$ cat src/rtl/irqsup_pkg.sv
package irqsup_pkg;

  localparam int MODE_W = 16;

  localparam logic [MODE_W-1:0] MODE_ALL    = 16'd0;
  localparam logic [MODE_W-1:0] MODE_SINGLE = 16'd1;

  typedef struct packed {
    logic apply;   // known code, update the addressed subclass
    logic single;  // 1: single-interruption, 0: all-interrupts
    logic bad;     // unknown code
  } mode_cmd_t;

  function automatic mode_cmd_t decode_mode(input logic valid,
                                            input logic [MODE_W-1:0] code);
    mode_cmd_t c;
    c.apply  = valid && (code == MODE_ALL || code == MODE_SINGLE);
    c.single = (code == MODE_SINGLE);
    c.bad    = valid && !(code == MODE_ALL || code == MODE_SINGLE);
    return c;
  endfunction

endpackage

$ cat src/rtl/irqsup_mode_dec.sv
module irqsup_mode_dec
  import irqsup_pkg::*;
#(
  parameter int NUM_CLASS = 8,
  localparam int CLASS_W  = $clog2(NUM_CLASS)
) (
  input  logic                 mode_valid,
  input  logic [CLASS_W-1:0]   mode_class,
  input  logic [MODE_W-1:0]    mode_code,
  output logic [NUM_CLASS-1:0] hit_vec,
  output logic                 single_sel,
  output logic                 bad_code
);
  mode_cmd_t cmd;

  always_comb cmd = decode_mode(mode_valid, mode_code);

  assign single_sel = cmd.single;
  assign bad_code   = cmd.bad;

  for (genvar i = 0; i < NUM_CLASS; i++) begin : g_hit
    assign hit_vec[i] = cmd.apply && (mode_class == CLASS_W'(i));
  end
endmodule

$ cat src/rtl/irqsup_class_slot.sv
module irqsup_class_slot (
  input  logic clk,
  input  logic rst_n,
  input  logic mode_hit,
  input  logic mode_single,
  input  logic sreq_hit,
  output logic oneshot_q,
  output logic muted_q,
  output logic drop_o,
  output logic arm_o
);
  logic oneshot_mid;
  logic muted_mid;

  // the mode command is applied before the request is judged
  always_comb begin
    oneshot_mid = mode_hit ? mode_single : oneshot_q;
    muted_mid   = mode_hit ? 1'b0        : muted_q;
    drop_o      = sreq_hit && muted_mid;
    arm_o       = sreq_hit && !muted_mid && oneshot_mid;
  end

  always_ff @(posedge clk) begin
    if (!rst_n) begin
      oneshot_q <= 1'b0;
      muted_q   <= 1'b0;
    end else begin
      oneshot_q <= oneshot_mid;
      muted_q   <= muted_mid | arm_o;
    end
  end
endmodule

$ cat src/rtl/irqsup_word_fmt.sv
module irqsup_word_fmt #(
  parameter int CLASS_W   = 3,
  parameter int WORD_W    = 32,
  parameter int CLS_SHIFT = 27,
  parameter int AI_BIT    = 31
) (
  input  logic [CLASS_W-1:0] cls,
  output logic [WORD_W-1:0]  word
);
  function automatic logic [WORD_W-1:0] form_word(input logic [CLASS_W-1:0] c);
    logic [WORD_W-1:0] w;
    w         = WORD_W'(c) << CLS_SHIFT;
    w[AI_BIT] = 1'b1;
    return w;
  endfunction

  assign word = form_word(cls);
endmodule

$ cat src/rtl/irqsup_ctrl.sv
module irqsup_ctrl
  import irqsup_pkg::*;
#(
  parameter int NUM_CLASS = 8,
  parameter int WORD_W    = 32,
  parameter int SCH_W     = 16,
  parameter int PARM_W    = 32,
  parameter int CLS_SHIFT = 27,
  parameter int AI_BIT    = 31,
  localparam int CLASS_W  = $clog2(NUM_CLASS)
) (
  input  logic               clk,
  input  logic               rst_n,
  input  logic               mode_valid,
  input  logic [CLASS_W-1:0] mode_class,
  input  logic [MODE_W-1:0]  mode_code,
  input  logic               req_valid,
  input  logic [CLASS_W-1:0] req_class,
  input  logic               req_suppressible,
  output logic               inj_valid,
  output logic [WORD_W-1:0]  inj_word,
  output logic [SCH_W-1:0]   inj_sch_id,
  output logic [SCH_W-1:0]   inj_sch_nr,
  output logic [PARM_W-1:0]  inj_parm,
  output logic               supp_pulse,
  output logic               mode_err
);
  logic [NUM_CLASS-1:0] mode_hit_vec;
  logic [NUM_CLASS-1:0] sreq_hit_vec;
  logic [NUM_CLASS-1:0] oneshot_vec;
  logic [NUM_CLASS-1:0] muted_vec;
  logic [NUM_CLASS-1:0] drop_vec;
  logic [NUM_CLASS-1:0] arm_vec;
  logic                 single_sel;
  logic                 bad_code;
  logic                 drop_any;
  logic                 fwd_now;
  logic [WORD_W-1:0]    word_now;

  irqsup_mode_dec #(.NUM_CLASS(NUM_CLASS)) u_dec (
    .mode_valid (mode_valid),
    .mode_class (mode_class),
    .mode_code  (mode_code),
    .hit_vec    (mode_hit_vec),
    .single_sel (single_sel),
    .bad_code   (bad_code)
  );

  for (genvar i = 0; i < NUM_CLASS; i++) begin : g_slot
    assign sreq_hit_vec[i] = req_valid && req_suppressible && (req_class == CLASS_W'(i));

    irqsup_class_slot u_slot (
      .clk         (clk),
      .rst_n       (rst_n),
      .mode_hit    (mode_hit_vec[i]),
      .mode_single (single_sel),
      .sreq_hit    (sreq_hit_vec[i]),
      .oneshot_q   (oneshot_vec[i]),
      .muted_q     (muted_vec[i]),
      .drop_o      (drop_vec[i]),
      .arm_o       (arm_vec[i])
    );
  end

  irqsup_word_fmt #(
    .CLASS_W(CLASS_W), .WORD_W(WORD_W), .CLS_SHIFT(CLS_SHIFT), .AI_BIT(AI_BIT)
  ) u_fmt (
    .cls  (req_class),
    .word (word_now)
  );

  assign drop_any = |drop_vec;
  assign fwd_now  = req_valid && !drop_any;

  always_ff @(posedge clk) begin
    if (!rst_n) begin
      inj_valid  <= 1'b0;
      inj_word   <= '0;
      supp_pulse <= 1'b0;
      mode_err   <= 1'b0;
    end else begin
      inj_valid  <= fwd_now;
      inj_word   <= fwd_now ? word_now : '0;
      supp_pulse <= drop_any;
      mode_err   <= bad_code;
    end
  end

  assign inj_sch_id = '0;
  assign inj_sch_nr = '0;
  assign inj_parm   = '0;
endmodule

$ cat config.mk
export PLATFORM = sky130hd
export DESIGN_NAME = irqsup_ctrl
export DESIGN_NICKNAME = d
export VERILOG_FILES = /design/src/rtl/irqsup_pkg.sv /design/src/rtl/irqsup_mode_dec.sv /design/src/rtl/irqsup_class_slot.sv /design/src/rtl/irqsup_word_fmt.sv /design/src/rtl/irqsup_ctrl.sv
export SDC_FILE = /design/constraint.sdc
export NUM_CORES = 1
export LEC_CHECK = 0
export CAP_MARGIN = 20
export CORE_ASPECT_RATIO = 0.8
export CORE_MARGIN = 2
export CORE_UTILIZATION = 38
export CTS_CLUSTER_SIZE = 12
export DETAILED_ROUTE_END_ITERATION = 10
export DONT_BUFFER_PORTS = 1
export GPL_TIMING_DRIVEN = 1
export HOLD_SLACK_MARGIN = 0.08
export PLACE_DENSITY = 0.64
export SLEW_MARGIN = 20
export SYNTH_ARGS = -nofsm -noshare
export SYNTH_HDL_FRONTEND = slang
export SYNTH_SLANG_ARGS = --single-unit
$ cat constraint.sdc
create_clock -name clk -period 2.3 [get_ports clk]
set_input_delay 0.46 -clock clk [delete_from_list [all_inputs] [get_ports clk]]
set_output_delay 0.46 -clock clk [all_outputs]
set_load 0.02 [all_outputs]
# Word-level counts from Yosys, hierarchy flattened
# Index checks and enable logic that the tools add are counted.
dict set report word_totals {
  output_inout_bits 99
  ff_bits 51
  in_bits 27
}
dict set report op_classes {
  bitwise_logic 8
  eq_ne 15
  muxes 17
  reduce_logical 60
}
# operator n
set ops {}
lappend ops {{$logic_and A1 B1 Y1} 44}
lappend ops {{$mux W32} 1}
lappend ops {{$eq A3 B3 Y1 const B} 8}
lappend ops {{$eq A16 B1 Y1 const B} 1}
lappend ops {{$logic_not A16 Y1} 1}
lappend ops {{$mux W1} 16}
lappend ops {{$eq A3 B2 Y1 const B} 4}
lappend ops {{$logic_not A1 Y1} 10}
lappend ops {{$or A1 B1 Y1} 8}
lappend ops {{$reduce_or A8 Y1} 1}
lappend ops {{$eq A3 B1 Y1 const B} 2}
lappend ops {{$logic_not A3 Y1} 2}
lappend ops {{$reduce_and A2 Y1} 1}
lappend ops {{$logic_or A1 B1 Y1} 1}

# Longest topological paths before layout
dict set report logic_depth {
  ltp_word 10
  mapped_depth 6
  mapped_depth_nobuf 6
}

# Cells and area by module
# Synthesis repeated with hierarchy kept, for this count alone.
dict set report hier_totals {
  cells_unflattened 358
  area_unflattened_um2 3131.8
}
# module n_inst cells_each seq_area_each_um2 area_per_inst_um2
set by_module_without_submodules {}
lappend by_module_without_submodules {irqsup_ctrl 1 199 700.7 1871.8}
lappend by_module_without_submodules {irqsup_class_slot 8 13 40.0 100.1}
lappend by_module_without_submodules {irqsup_word_fmt 1 34 0.0 247.7}
lappend by_module_without_submodules {irqsup_mode_dec 1 21 0.0 211.5}

# Worst setup path after synthesis
# No wires, ideal clock.
dict set report synth_path {
  kind {input-to-reg}
  start {in mode_code[9]}
  end {reg supp_pulse}
  stages 6
  t_arrival_ns 2.342
  slack_ns -0.157
  n_path_buf 0
  cell_sequence {or4_4 -> or3_4 -> or3b_4 -> a22oi_2 -> nand4_2 -> o21a_1}
}
dict set report synth_between {
  elab_chain_cells 7
  elab_cells_between_ends 29
  cone_classes {eq/ne (1); mux (8); reduce/logical (20)}
}
# element line_no
set synth_lines {}
lappend synth_lines {{from (decl)} irqsup_ctrl.sv:16} ;# input logic [MODE_W-1:0] mode_code,
lappend synth_lines {{$eq A16 B1 Y1 or $logic_not A16 Y1 (tied branches)} irqsup_pkg.sv:17} ;# c.apply = valid && (code == MODE_ALL || code == MODE_SINGLE);
lappend synth_lines {{$logic_or A1 B1 Y1 *} irqsup_pkg.sv:17}
lappend synth_lines {{$logic_and A1 B1 Y1 *} irqsup_pkg.sv:17}
lappend synth_lines {{$logic_and A1 B1 Y1} irqsup_mode_dec.sv:22} ;# assign hit_vec[i] = cmd.apply && (mode_class == CLASS_W'(i));
lappend synth_lines {{$mux W1} irqsup_class_slot.sv:18} ;# muted_mid = mode_hit ? 1'b0 : muted_q;
lappend synth_lines {{$logic_and A1 B1 Y1} irqsup_class_slot.sv:19} ;# drop_o = sreq_hit && muted_mid;
lappend synth_lines {{$reduce_or A8 Y1 *} irqsup_ctrl.sv:72} ;# assign drop_any = |drop_vec;
lappend synth_lines {{to (signal assigned)} irqsup_ctrl.sv:84} ;# supp_pulse <= drop_any;
lappend synth_lines {{to (decl)} irqsup_ctrl.sv:25} ;# output logic supp_pulse,
# Every way passes the cells marked *; elsewhere a longest branch is shown, timed or not.
# A chain may end at the register's enable or synchronous reset.

# Worst setup path in the final report
dict set report layout_path {
  start {in mode_code[14]}
  end {reg supp_pulse}
}
# The elaborated chain is that of the path after synthesis.

==> flow_summary_export.csv <==
group,metric,value,unit
placed_design,post-place-ws,-135,ps
hold_path,hp-class,"input pin to register",
power,total_power,0.830,mW
setup_path,crit_family,"simple AND/OR/NAND/NOR gates",
placed_design,gp_congestion,0.767,
placed_design,io_buffers,0,
yosys,ys_types,36,
cells_and_area,utilization,0.364,
cts,root_buffer,"clkbuf_8",
cells_and_area,layout_commonest_cell,"conb_1",
grt,gr-total-overflow,0,
cells_and_area,drive_gt1_frac,0.0970,
cells_and_area,fin_nets,265,
timing,rsz0062_at_grt,"no",
cts,path_clk_slew,80,ps
grt,grt_max_degree,23,
yosys,ys.flop_type,"dfxtp_1",
setup_path,required,2460,ps
power,leakage,0.784,nW
cts,insertion_delay,260,ps
setup_path,cp_max_fo,5,
outcome,status,"completed",
yosys,postSynthCellCount,227,
power,ir_drop,0.260,mV
grt,antenna_found_initial,0,
setup_path,cpPeakStageDelay,510,ps
cts,ctsHoldBuffers,0,
setup_path,cp-end-kind,"register",
cts,htree_levels,1,
timing,hold_viol_final,0,
timing,fin_ws,148,ps
cells_and_area,finalInstanceArea,1690,um2
yosys,ys_seq_elements,22,
setup_path,worstSetupStartpointType,"input pin",
power,p_per_area,493,nW/um2
cells_and_area,fillers,492,
grt,grt_pass1_wl,4.18,mm
die,die_y,66.2,um
die,rows,22,
yosys,async_reset_ff_frac,0,
grt,grt_pass1_vias,913,
setup_path,crit_path_top_delay_cell,"or4_4",
placed_design,placed_area,1630,um2
cells_and_area,fin_cells,297,
yosys,avgSynthCellArea,8.09,um2
cts,clock_sinks,22,
cts,cts-buffers-inserted,3,
timing,final.setup_skew,5.98,ps
yosys,synth_warnings,0,
route,drtAntennaViolNets,0,
timing,fin_crit,2150,ps
yosys,synth_edf_count,0,
route,vias,1197,
yosys,seq_area_frac_synth,0.240,
die,die-width,81.7,um
cells_and_area,antennaDiodeCount,0,
die,die_area,5410,um2
setup_path,arrival,2310,ps
timing,setup_violations,0,
timing,clock.fmax,465,MHz
cells_and_area,syn_to_final_growth,-8.24,%
timing,slew_violations,0,
route,viasPerCell,4.03,
die,ioPinCount,126,
cts,cts_tree,"built",
cts,post-cts-setup-buffers,0,
route,drtIter0Drc,66,
setup_path,cp_num_buf_inv,0,
cts,cts_resized,0,
die,core_region_area,4620,um2
route,firstDrtPassIters,4,
route,drc_errors,0,
placed_design,hpwl,2.33,mm
yosys,syn-cell-area,1840,um2
route,drt-total-wl,2.81,mm
route,avgRoutedWirePerCell,9.47,um
grt,gr-usage-all-layers,0.101,
placed_design,dp.cells,293,
setup_path,critical_path_class,"input pin to register",
die,start_util,0.397,
setup_path,crit_chain,"or4_4, or3_4, or3b_4, a22oi_2, nand4_2, o21a_1",
cells_and_area,mostFrequentLayoutCells,"conb_1, dfxtp_1, nand2_1, buf_4, nand3_1",
run,cap_viol_max_count,0,
timing,finalCritPeriodShare,0.936,
cts,clockBufferDepth,2,
metal layers:
metal  vias up  track usage  wire length (um)
li1        599            -                 -
met1       536        0.110              1080
met2        58        0.179              1430
met3         4       0.0423               286
met4         0       0.0250                18
met5         -            0                 0
stage by stage:
stage | hold slack [ps] | setup TNS (ps)
after global routing | 300 | 0
after CTS | 307 | 0
final | 314 | 0
after detailed placement | 458 | -514
after global placement | 451 | -475
after floorplan | 441 | -168
area by class of cell:
cell class | instances | area (um2) | share of cell area
clock buffer | 4 | 55.1 | 0.0327
multi-input combinational | 199 | 1020 | 0.608
timing repair buffer | 12 | 90.1 | 0.0535
sequential | 22 | 440 | 0.261
tap | 60 | 75.1 | 0.0445
state kept, by name, indices dropped and copies added, names as in the netlist:
| signal | count |
|---|---|
| g_slot.u_slot.oneshot_q | 8 |
| mode_err | 1 |
| supp_pulse | 1 |
| g_slot.u_slot.muted_q | 8 |
| inj_word | 4 |
cell usage after synthesis, drive strengths merged, types with 2 or more instances:
| master | instances | area (um2) |
|---|---|---|
| nor4 | 3 | 18.8 |
| mux2i | 9 | 90.1 |
| buf | 94 | 702 |
| a21oi | 2 | 10.0 |
| nand4 | 3 | 25.0 |
| or4 | 3 | 30.0 |
| nor2 | 6 | 22.5 |
| a31oi | 2 | 12.5 |
| nand3b | 4 | 30.0 |
| and2 | 8 | 50.1 |
| clkbuf | 3 | 11.3 |
| and3 | 5 | 31.3 |
| o31ai | 2 | 15.0 |
| o21ai | 5 | 25.0 |
| nor3 | 9 | 45.0 |
| nand2 | 13 | 48.8 |
| dfxtp | 22 | 440 |
| nor2b | 9 | 56.3 |
| nand3 | 11 | 55.1 |
cell families (layout without fill, tap and decap cells):
group,after synthesis,count (layout),synth area share
mux,9,9,0.0490
compound gates,16,16,0.0572
buf+inv,97,16,0.388
other cells,1,92,0.00204
flops,22,22,0.240
simple gates,82,82,0.264
path summary, 6_finish.rpt:
kind                                  from                       end  slack (ps)  depth (start not counted)
setup / recovery             mode_code[14]                supp_pulse         150                          6
hold / removal                       rst_n  g_slot[5].u_slot.muted_q         310                          1
setup reg to reg  g_slot[4].u_slot.muted_q                supp_pulse        1180                          4
hold reg to reg   g_slot[0].u_slot.muted_q  g_slot[0].u_slot.muted_q         460                          2
power breakdown:
group	switching, mW	internal (mW)	leakage (nW)	total (mW)
clock network	0.123	0.153	0.0288	0.276
registers	0.00794	0.385	0.178	0.392
logic	0.146	0.0164	0.577	0.162
total	0.277	0.553	0.784	0.830
Note: power is estimated with default switching activity, not from simulation.
